## src/rtl/updn_pkg.sv

```systemverilog
package updn_pkg;
  typedef struct packed {
    logic clear;
    logic step;
    logic goDown;
  } ctrl_strobes_t;
endpackage

```

## src/rtl/updn_ctrl.sv

```systemverilog
module updn_ctrl
  import updn_pkg::*;
(
  input  logic          rst,
  input  logic          countUp,
  input  logic          countDown,
  output ctrl_strobes_t strobes
);
  always_comb begin
    strobes.clear  = rst;
    strobes.step   = countUp | countDown;
    strobes.goDown = ~countUp & countDown;
  end
endmodule

```

## src/rtl/updn_datapath.sv

```systemverilog
module updn_datapath
  import updn_pkg::*;
#(
  parameter int WIDTH = 4
) (
  input  logic             clk,
  input  ctrl_strobes_t    strobes,
  output logic [WIDTH-1:0] count,
  output logic             termCount
);
  logic [WIDTH-1:0] stateQ;
  logic [WIDTH-1:0] srcBits;
  logic [WIDTH-1:0] toggleEn;
  logic [WIDTH:0]   chain;

  assign srcBits  = strobes.goDown ? ~stateQ : stateQ;
  assign chain[0] = strobes.step;

  genvar i;
  generate
    for (i = 0; i < WIDTH; i++) begin : gBit
      assign toggleEn[i] = chain[i];
      assign chain[i+1]  = chain[i] & srcBits[i];
      always_ff @(posedge clk) begin
        if (strobes.clear)    stateQ[i] <= 1'b0;
        else if (toggleEn[i]) stateQ[i] <= ~stateQ[i];
      end
    end
  endgenerate

  assign count     = stateQ;
  assign termCount = chain[WIDTH];
endmodule

```

## src/rtl/updn_toggle_counter.sv

```systemverilog
module updn_toggle_counter
  import updn_pkg::*;
#(
  parameter int WIDTH = 4
) (
  input  logic             clk,
  input  logic             rst,
  input  logic             countUp,
  input  logic             countDown,
  output logic [WIDTH-1:0] count,
  output logic             termCount
);
  ctrl_strobes_t strobes;

  updn_ctrl uCtrl (
    .rst(rst), .countUp(countUp), .countDown(countDown), .strobes(strobes)
  );

  updn_datapath #(.WIDTH(WIDTH)) uData (
    .clk(clk), .strobes(strobes), .count(count), .termCount(termCount)
  );
endmodule

```

## config.mk

```make
export PLATFORM = sky130hd
export DESIGN_NAME = updn_toggle_counter
export DESIGN_NICKNAME = d
export VERILOG_FILES = /design/src/rtl/updn_pkg.sv /design/src/rtl/updn_ctrl.sv /design/src/rtl/updn_datapath.sv /design/src/rtl/updn_toggle_counter.sv
export SDC_FILE = /design/constraint.sdc
export NUM_CORES = 1
export LEC_CHECK = 0
export ABC_AREA = 0
export BUFFER_PORTS_ARGS = -buffer_cell sky130_fd_sc_hd__buf_2
export CORE_AREA = 5 5 42 44
export DETAILED_ROUTE_END_ITERATION = 10
export DIE_AREA = 0 0 47 49
export GPL_TIMING_DRIVEN = 0
export PLACE_DENSITY = 0.49
export SLEW_MARGIN = 20
export SYNTH_ARGS = -nofsm -noshare
export SYNTH_HDL_FRONTEND = slang
export SYNTH_HIERARCHICAL = 1
export SYNTH_SLANG_ARGS = --single-unit
export TNS_END_PERCENT = 20
```

## constraint.sdc

```tcl
create_clock -name clk -period 2.96 [get_ports clk]
set_input_delay 0.148 -clock clk [delete_from_list [all_inputs] [get_ports clk]]
set_output_delay 0.148 -clock clk [all_outputs]
set_load 0.1 [all_outputs]
```

==> out/summary.txt, run 1 <==
status -> finished clean
clk buf depth -> 2
Final #Nets -> 44
TNS Setup -> 0 ps
Slew Viols, Final -> 0
TritonCTS buffer count -> 3
Core Footprint -> 1400 µm²
Max Cap Viol -> 0
CP peak stage delay -> 430 ps
LEAKAGE -> 0.146 nW
Final WS setup -> 1280 ps
Post-CTS Setup Repair Bufs -> 0
hold_buf cts -> 0
PortBufs -> 7
floorplan row count -> 14
Final ANT Viol Nets -> 0
synth warn -> 6
Synth cell types -> 16
fmax -> 596 MHz
arrival time at the worst endpoint -> 1530 ps
Clock Sink Count -> 4
critical path peak fanout -> 5
Post-CTS Resized -> 0
Final Hold Fails -> 0
largest net degree at the start of global routing -> 8
total global routing overflow -> 0
worst path bufs/invs -> 1
Critical Path, Cell by Cell -> nor4b_1 -> o21ai_1 -> nor2_1 -> buf_2
#FFs+latches synth -> 4
post-synth net total -> 32
DR WL/cell -> 9.06 µm
vias in the first global route -> 196
routability congestion estimate -> 0.634
Die ar. -> 2300 µm²
setup slack at placement -> 1280 ps
Starting Density -> 0.174
Vias -> 217
H-tree depth -> 1
# setup viols final -> 0
drt pass-1 iters -> 4
Cells after Synth -> 28
Crit. End Element -> output pin
crit start category -> flip-flop
Avg Cell Area, Syn -> 8.71 µm²
filler instances -> 165
DRT iter0 DRCs -> 2
Die Ht -> 49 µm
DRT Wirelength -> 489 µm
Max VDD drop -> 215 µV
Residual DRC -> 0
synthesized area -> 244 µm²
post-synthesis sequential area ratio -> 0.328
Slew @ Worst Pin -> 487 ps
Worst EP required -> 2810 ps
post-route clock skew -> 2.38 ps
Syn-to-layout area delta -> 31.8%
TritonCTS clock tree -> done
Crit path max-delay family -> buffers and inverters
min Tclk post-route -> 1680 ps
Clock Latency Late Sink -> 230 ps
num ports -> 9
Layout Utilization -> 0.229
Die W -> 47 µm
Clk pin slew, worst setup/hold paths -> 40 ps
gr usage total -> 0.0564
fraction of layout cells with a size suffix above 1 -> 0.395
RSZ-0062 raised after global routing -> false
Vias/cell -> 4.02
Hold/Removal Path Class -> in -> reg
clock tree root buffer cell -> clkbuf_4
first-pass GRT wire length -> 897 µm
relative slew slack -> 0.678
type of the worst setup path -> reg -> out
number of flip-flops in the largest register -> 4
Slowest cell on crit path -> buf_2
Tcrit/Tclk final -> 0.567
initial antenna violation count -> 0
PD cells -> 665 nW/µm²
number of diodes -> 0
[cells in the final DEF (no fill, tap or decap), drive strengths merged]
master | netlist | final
nor2b | 3 | 3
or2 | 1 | 1
clkbuf | 0 | 3
o21ai | 3 | 3
a21oi | 1 | 1
and3b | 1 | 1
nor3b | 1 | 1
nor4b | 1 | 1
inv | 1 | 1
and4b | 1 | 1
nor2 | 4 | 4
dfxtp | 4 | 4
buf | 1 | 8
mux2 | 2 | 2
xnor2 | 3 | 3
or3 | 1 | 1
[per-layer routing]
layer  GRT usage  share of wire  vias up
li1            -              -      115
met1      0.0837           0.47       96
met2      0.0543           0.42        6
met3      0.0332           0.11        0
met4      0.0415              0        0
met5           0              0        -
[worst paths after layout]
check	cells past startpoint	startpoint	slack [ps]	to
worst max register to register	3	uData/count[0]	1700	uData/count[2]
worst max-delay path	4	uData/count[2]	1280	termCount
worst min register to register	2	uData/count[1]	540	uData/count[1]
worst min-delay path	2	rst	120	uData/count[1]
[stage by stage]
step                      power, W  area [µm²]  std cells  hold slack [ps]
after floorplan           0.000137         244         28              340
after global placement    0.000148         299         51              361
after detailed placement  0.000148         299         51              364
after CTS                 0.000219         322         54              117
after global routing      0.000231         322         54              124
final                     0.000214         322         54              121
[power breakdown]
| part | switching, W | leakage, nW | internal [W] | total, W |
|---|---|---|---|---|
| Sequential | 0.00000816 | 0.0330 | 0.0000604 | 0.0000685 |
| Combinational | 0.0000595 | 0.0991 | 0.0000193 | 0.0000788 |
| Clock | 0.0000211 | 0.0138 | 0.0000453 | 0.0000664 |
[cell usage after synthesis]
library cell | number | area, µm²
dfxtp_1 | 4 | 80.1
nor2_1 | 4 | 15.0
nor2b_1 | 3 | 18.8
xnor2_1 | 3 | 26.3
mux2_2 | 2 | 22.5
o21ai_0 | 2 | 10.0
a21oi_1 | 1 | 5.00
and3b_2 | 1 | 10.0
and4b_2 | 1 | 11.3
buf_4 | 1 | 7.51
inv_1 | 1 | 3.75
nor3b_1 | 1 | 7.51
nor4b_1 | 1 | 8.76
o21ai_1 | 1 | 5.00
or2_1 | 1 | 6.26
or3_1 | 1 | 6.26
[area by class of cell]
class,instances,area [µm²],area share
Clock buffer,3,22.5,0.0700
Inverter,1,3.75,0.0117
Multi-Input combinational cell,22,153,0.475
Timing Repair Buffer,7,35.0,0.109
Buffer,1,7.51,0.0233
Tap cell,16,20.0,0.0623
Sequential cell,4,80.1,0.249
[cell families after synthesis]
group,synth area share
simple gates,0.344
buf+inv,0.0462
mux,0.0923
compound gates,0.0820
flops,0.328
xor+xnor,0.108
No activity file was read; power rests on OpenSTA's default activity.
==> run 2: changes to the inputs <==
--- a/config.mk
+++ b/config.mk
@@ -5,13 +5,13 @@
 export SDC_FILE = /design/constraint.sdc
 export NUM_CORES = 1
 export LEC_CHECK = 0
-export ABC_AREA = 0
+export ABC_AREA = 1
 export BUFFER_PORTS_ARGS = -buffer_cell sky130_fd_sc_hd__buf_2
 export CORE_AREA = 5 5 42 44
 export DETAILED_ROUTE_END_ITERATION = 10
 export DIE_AREA = 0 0 47 49
 export GPL_TIMING_DRIVEN = 0
-export PLACE_DENSITY = 0.49
+export PLACE_DENSITY = 0.5
 export SLEW_MARGIN = 20
 export SYNTH_ARGS = -nofsm -noshare
 export SYNTH_HDL_FRONTEND = slang
==> constraint.sdc (replaced) <==
create_clock -name clk -period 1.6 [get_ports clk]
set_input_delay 0.08 -clock clk [delete_from_list [all_inputs] [get_ports clk]]
set_output_delay 0.08 -clock clk [all_outputs]
set_load 0.1 [all_outputs]
==> run 2 against run 1 <==
Combinational power rose by 88%. Clock power rose by 100%. Die area unchanged. Critical endpoint unchanged.
==> out/summary.txt, run 2 <==
Syn-to-layout area delta -> 38.2%
vias in the first global route -> 240 (+22%)
number of flip-flops in the largest register -> 4 (unchanged)
fmax -> 689 MHz
crit start category -> flip-flop
Core Footprint -> 1400 µm² (unchanged)
most frequent cells after synthesis -> nand2_1, inv_1, nor2_1
Cells after Synth -> 39 (+39%)
PD cells -> 1130 nW/µm² (+71%)
Min-Delay Path Depth -> 2 (unchanged)
critical path peak fanout -> 6 (+1)
Clk pin slew, worst setup/hold paths -> 40 ps (about the same)
CP peak stage delay -> 350 ps (-80 ps)
Worst R2R Path Depth -> 6 (+3)
largest net degree at the start of global routing -> 7 (-1)
most frequent cell after synthesis -> nand2_1
Clock Sink Count -> 4 (unchanged)
#FFs+latches synth -> 4 (unchanged)
number of diodes -> 0 (unchanged)
Slowest cell on crit path -> dfxtp_4
Clock Latency Late Sink -> 230 ps (about the same)
Tcrit/Tclk final -> 0.907
clk buf depth -> 2 (unchanged)
overall power -> 0.000406 W (+90%)
post-synth net total -> 43 (+34%)
Synth cell types -> 14 (-2)
Final ANT Viol Nets -> 0 (unchanged)
TritonCTS clock tree -> done
Slew Viols, Final -> 0 (unchanged)
routability congestion estimate -> 0.616 (-2.9%)
Max Cap Viol -> 0 (unchanged)
Vias/cell -> 3.89 (-3.1%)
gr usage total -> 0.0570 (+0.000624)
Avg Cell Area, Syn -> 6.64 µm² (-24%)
initial antenna violation count -> 0 (unchanged)
commonest non-fill, non-tap cells in the layout -> nand2_1, buf_2, inv_1
filler instances -> 171 (+3.6%)
min Tclk post-route -> 1450 ps
Vias -> 257 (+18%)
Final Hold Fails -> 0 (unchanged)
Residual DRC -> 0 (unchanged)
arrival time at the worst endpoint -> 1370 ps (-160 ps)
Starting Density -> 0.185 (+0.0107)
first-pass GRT wire length -> 917 µm (+2.2%)
area share of the largest cell type after synthesis -> 0.309 (-0.0190)
Die Ht -> 49 µm (unchanged)
synthesized area -> 259 µm² (+6.2%)
# setup viols final -> 0 (unchanged)
post-route clock skew -> 5.93 ps (+3.55 ps)
TritonCTS buffer count -> 3 (unchanged)
fraction of layout cells with a size suffix above 1 -> 0.440 (+0.0453)
Crit. End Element -> output pin
num ports -> 9 (unchanged)
Die W -> 47 µm (unchanged)
LEAKAGE -> 0.167 nW (+14%)
clock tree root buffer cell -> clkbuf_4
H-tree depth -> 1 (unchanged)
ys flop type -> dfxtp_1
floorplan row count -> 14 (unchanged)
most common cell after layout, fill and taps aside -> nand2_1
status -> finished clean
Synth area leader -> dfxtp_1
synth warn -> 6 (unchanged)
TNS Setup -> 0 ps (unchanged)
synth top area cells -> dfxtp_1, nand2_1, inv_1
Hold/Removal Path Class -> in -> reg
Max VDD drop -> 292 µV (+36%)
drt pass-1 iters -> 2 (-2)
relative slew slack -> 0.678 (about the same)
final HPWL from detailed placement -> 427 µm
PortBufs -> 7 (unchanged)
type of the worst setup path -> reg -> out
Critical Path, Cell by Cell -> nand2_1 -> nand2_2 -> nor2_4 -> nand2_1 -> nor2_4 -> buf_4
DRT Wirelength -> 489 µm (unchanged)
post-synthesis sequential area ratio -> 0.309 (-0.0190)
RSZ-0062 raised after global routing -> false
DRT iter0 DRCs -> 3 (+1)
Final #Nets -> 55 (+25%)
Die ar. -> 2300 µm² (unchanged)
Post-synth EDFFs -> 0 (unchanged)
Async SR Flop Fraction -> 0 (unchanged)
Worst EP required -> 1520 ps (-1290 ps)
Slew @ Worst Pin -> 486 ps (-0.816 ps)
DR WL/cell -> 7.41 µm (-18%)
total global routing overflow -> 0 (unchanged)
[run 2: routing by layer]
metal,track usage,part of all wire,vias up
met3,0.0258,0.037,0
met5,0,0,-
met1,0.0482,0.38,114
met2,0.0905,0.58,2
li1,-,-,141
met4,0.0553,0,0
[run 2: repair_timing]
item,in CTS,in global routing
buffers inserted,0,0
gates resized for setup,1,0
hold endpoints to repair,0,0
endpoints found under the setup margin,1,0
hold buffers,0,0
[run 2: where the power goes]
part | switching [W] | internal [W] | total [W]
registers | 0.0000111 | 0.000112 | 0.000123
clock network | 0.0000407 | 0.0000935 | 0.000134
logic | 0.000115 | 0.0000329 | 0.000148
[run 2: through the flow]
stage          utilization  hold WS, ps  worst slack, ps  instances  instance area (µm²)
2_1_floorplan            -          241             4.03         39                  274
3_3_place_gp         0.235          249             53.6         62                  329
3_5_place_dp         0.235          259             47.5         62                  329
4_1_cts              0.255         10.7              123         66                  358
5_1_grt              0.255         13.6             63.8         66                  358
6_report             0.255         19.3              149         66                  358
[run 2: final timing paths]
path,startpoint,endpoint,slack (ps)
hold / removal,rst,uData/count[1],20
hold reg to reg,uData/count[2],uData/count[2],520
setup reg to reg,uData/count[0],uData/count[2],660
setup / recovery,uData/count[0],termCount,150
[run 2: area by class of cell]
class | instances | area [µm²] | share of cell area
plain buffers | 1 | 7.51 | 0.0210
clock buffers | 4 | 26.3 | 0.0734
inverters | 6 | 22.5 | 0.0629
multi-input cells | 28 | 156 | 0.437
flip-flops and latches | 4 | 87.6 | 0.245
well taps | 16 | 20.0 | 0.0559
repair buffers | 7 | 37.5 | 0.105
[run 2: kinds of logic (layout without fill, tap and decap cells)]
family,after synthesis,after routing,share of synthesized area
xor gates and xnor gates,2,2,0.0676
AOI/OAI and AO/OA,4,4,0.0918
DFF,4,4,0.309
buffers and inverters,7,18,0.116
and+or+nand+nor,22,22,0.415
[run 2: critical path, delay by kind of cell, from the launching register on]
| kind | cells | cell delay (ps) |
|---|---|---|
| buffers and inverters | 1 | 280 |
| flip-flops | 1 | 350 |
| AND/OR/NAND/NOR | 5 | 500 |
==> run 3: changes to the inputs <==
==> constraint.sdc (replaced) <==
create_clock -name clk -period 1.42 [get_ports clk]
set_input_delay 0.071 -clock clk [delete_from_list [all_inputs] [get_ports clk]]
set_output_delay 0.071 -clock clk [all_outputs]
set_load 0.1 [all_outputs]
==> run 3 against run 2 <==
Non-clock buffer count did not move. Sequential share of layout area barely moved. Power up 10%. Count of clock-buffer cells in the layout down 1. Via count fell by 4.3%. Critical path depth unchanged. Cell count decreased by 1.5%. Register-to-register slack lost 180 ps. Combinational power grew 18%. Largest cell class unchanged. Largest power group unchanged.
==> out/summary.txt, run 3 (synthesis results as in run 2) <==
type of the worst setup path -> reg -> out
Residual DRC -> 0 (unchanged)
critical path peak fanout -> 5 (-1)
number of flip-flops in the largest register -> 4 (unchanged)
Vias/cell -> 3.78 (-2.8%)
number of diodes -> 0 (unchanged)
clock tree root buffer cell -> clkbuf_4
relative slew slack -> 0.677 (-0.00174)
cell with the most instances on the worst path -> nand2_2
Crit path max-delay family -> simple AND/OR/NAND/NOR gates
DRT Wirelength -> 497 µm (+1.6%)
Final ANT Viol Nets -> 0 (unchanged)
num ports -> 9 (unchanged)
Clock Sink Count -> 4 (unchanged)
Crit. Startpoint -> uData/count[1]
worst path bufs/invs -> 2 (+1)
TritonCTS clock tree -> done
worst hold slack -> 9.55 ps (-9.78 ps)
Core Footprint -> 1400 µm² (unchanged)
Max VDD drop -> 441 µV (+51%)
Vias -> 246 (-4.3%)
Reg-to-Reg End -> uData/count[2]
Hold/Removal Path Class -> in -> reg
total global routing overflow -> 0 (unchanged)
Post-CTS Setup Repair Bufs -> 0 (unchanged)
RSZ-0062 raised after global routing -> false
Slew Viols, Final -> 0 (unchanged)
Min-Delay Path Depth -> 2 (unchanged)
Max Cap Viol -> 0 (unchanged)
post-route cell area -> 389 µm² (+8.7%)
Die W -> 47 µm (unchanged)
hold_buf cts -> 0 (unchanged)
PortBufs -> 7 (unchanged)
LEAKAGE -> 0.172 nW (+2.9%)
arrival time at the worst endpoint -> 1250 ps (-120 ps)
Final WS setup -> 94.7 ps (-53.9 ps)
Crit. End Element -> output pin
H-tree depth -> 1 (unchanged)
DR WL/cell -> 7.65 µm (+3.2%)
Tcrit/Tclk final -> 0.933
Die Ht -> 49 µm (unchanged)
first-pass GRT wire length -> 903 µm (-1.5%)
floorplan row count -> 14 (unchanged)
Final Hold Fails -> 0 (unchanged)
setup slack at placement -> -154 ps (-201 ps)
commonest non-fill, non-tap cells in the layout -> buf_2, inv_1, nand2_1
initial antenna violation count -> 0 (unchanged)
Worst EP required -> 1350 ps (-170 ps)
placed instance area -> 347 µm² (+5.3%)
Layout Utilization -> 0.278 (+0.0223)
routability congestion estimate -> 0.696 (+13%)
Final #Nets -> 55 (unchanged)
DRT iter0 DRCs -> 2 (-1)
reg2reg start -> uData/count[0]
status -> finished clean
Slowest cell on crit path -> dfxtp_4
fmax -> 755 MHz
Critical Path, Cell by Cell -> inv_1 -> nand3_1 -> nand2_2 -> nand2_2 -> nor2_4 -> buf_12
gr usage total -> 0.0529 (-0.00415)
Clock Latency Late Sink -> 230 ps (about the same)
post-route clock skew -> 1.46 ps (-4.47 ps)
TritonCTS buffer count -> 3 (unchanged)
clk buf depth -> 2 (unchanged)
Die ar. -> 2300 µm² (unchanged)
Starting Density -> 0.185 (unchanged)
hold worst-path end -> uData/count[1]
final HPWL from detailed placement -> 407 µm (-4.6%)
worst reg-to-reg setup slack -> 480 ps (-180 ps)
worst hold start -> rst
Worst R2R Path Depth -> 6 (unchanged)
fraction of layout cells with a size suffix above 1 -> 0.531 (+0.0906)
CP peak stage delay -> 340 ps (about the same)
PD cells -> 1150 nW/µm² (+1.4%)
drt pass-1 iters -> 2 (unchanged)
largest net degree at the start of global routing -> 7 (unchanged)
min Tclk post-route -> 1330 ps
vias in the first global route -> 237 (-1.3%)
Slew @ Worst Pin -> 488 ps (+2.63 ps)
Clk pin slew, worst setup/hold paths -> 30 ps (about the same)
Syn-to-layout area delta -> 50.2%
# setup viols final -> 0 (unchanged)
crit start category -> flip-flop
run 3: cell types whose count changed in the layout (fill, tap and decap cells not counted), moves of 3 or more:
| cell | previous run | this run |
|---|---|---|
| dfxtp_2 | 3 | 0 |
| dfxtp_4 | 1 | 4 |
| nand2_1 | 9 | 6 |
| nand2_2 | 2 | 5 |
run 3: area by class of cell:
cell class                      count  area (µm²)
Clock buffer                        3        22.5
Sequential cell                     4        95.1
Buffer                              1        7.51
Fill cell                         163        1010
Tap cell                           16        20.0
Timing Repair Buffer                7        50.0
Multi-Input combinational cell     28         171
Inverter                            6        22.5
run 3: layer usage:
layer / up-vias / global-route usage / wire length (µm)
met4: 0 / 0.0415 / 0
met1: 102 / 0.0749 / 249
met3: 0 / 0.0111 / 8
met5: - / 0 / 0
li1: 140 / - / -
met2: 4 / 0.0656 / 239
run 3: worst max-delay path by stage:
stage	cells after the start	endpoint	slack (ps)
after global routing	6	termCount	1
after CTS	6	termCount	20
after global placement	7	termCount	-150
final	6	termCount	90
after detailed placement	7	termCount	-150
after floorplan	5	termCount	-0.2
run 3: power by group:
group / switching, W / total [W] / leakage [nW] / internal [W]
registers: 0.0000143 / 0.000139 / 0.0356 / 0.000125
logic: 0.000134 / 0.000175 / 0.122 / 0.0000413
clock network: 0.0000393 / 0.000133 / 0.0138 / 0.0000941
total: 0.000187 / 0.000447 / 0.172 / 0.000260
run 3: metrics by stage:
| step | power [W] | TNS [ps] | std cells |
|---|---|---|---|
| floorplan | 0.000288 | -0.224 | 39 |
| global placement | 0.000311 | -149 | 62 |
| detailed placement | 0.000311 | -154 | 62 |
| CTS | 0.000452 | 0 | 65 |
| global route | 0.000478 | 0 | 65 |
| finish | 0.000447 | 0 | 65 |
run 3: timing repair:
action,in CTS,in global routing
gates cloned,0,0
pin swaps,0,2
endpoints found under the setup margin,1,1
gates resized for setup,2,4
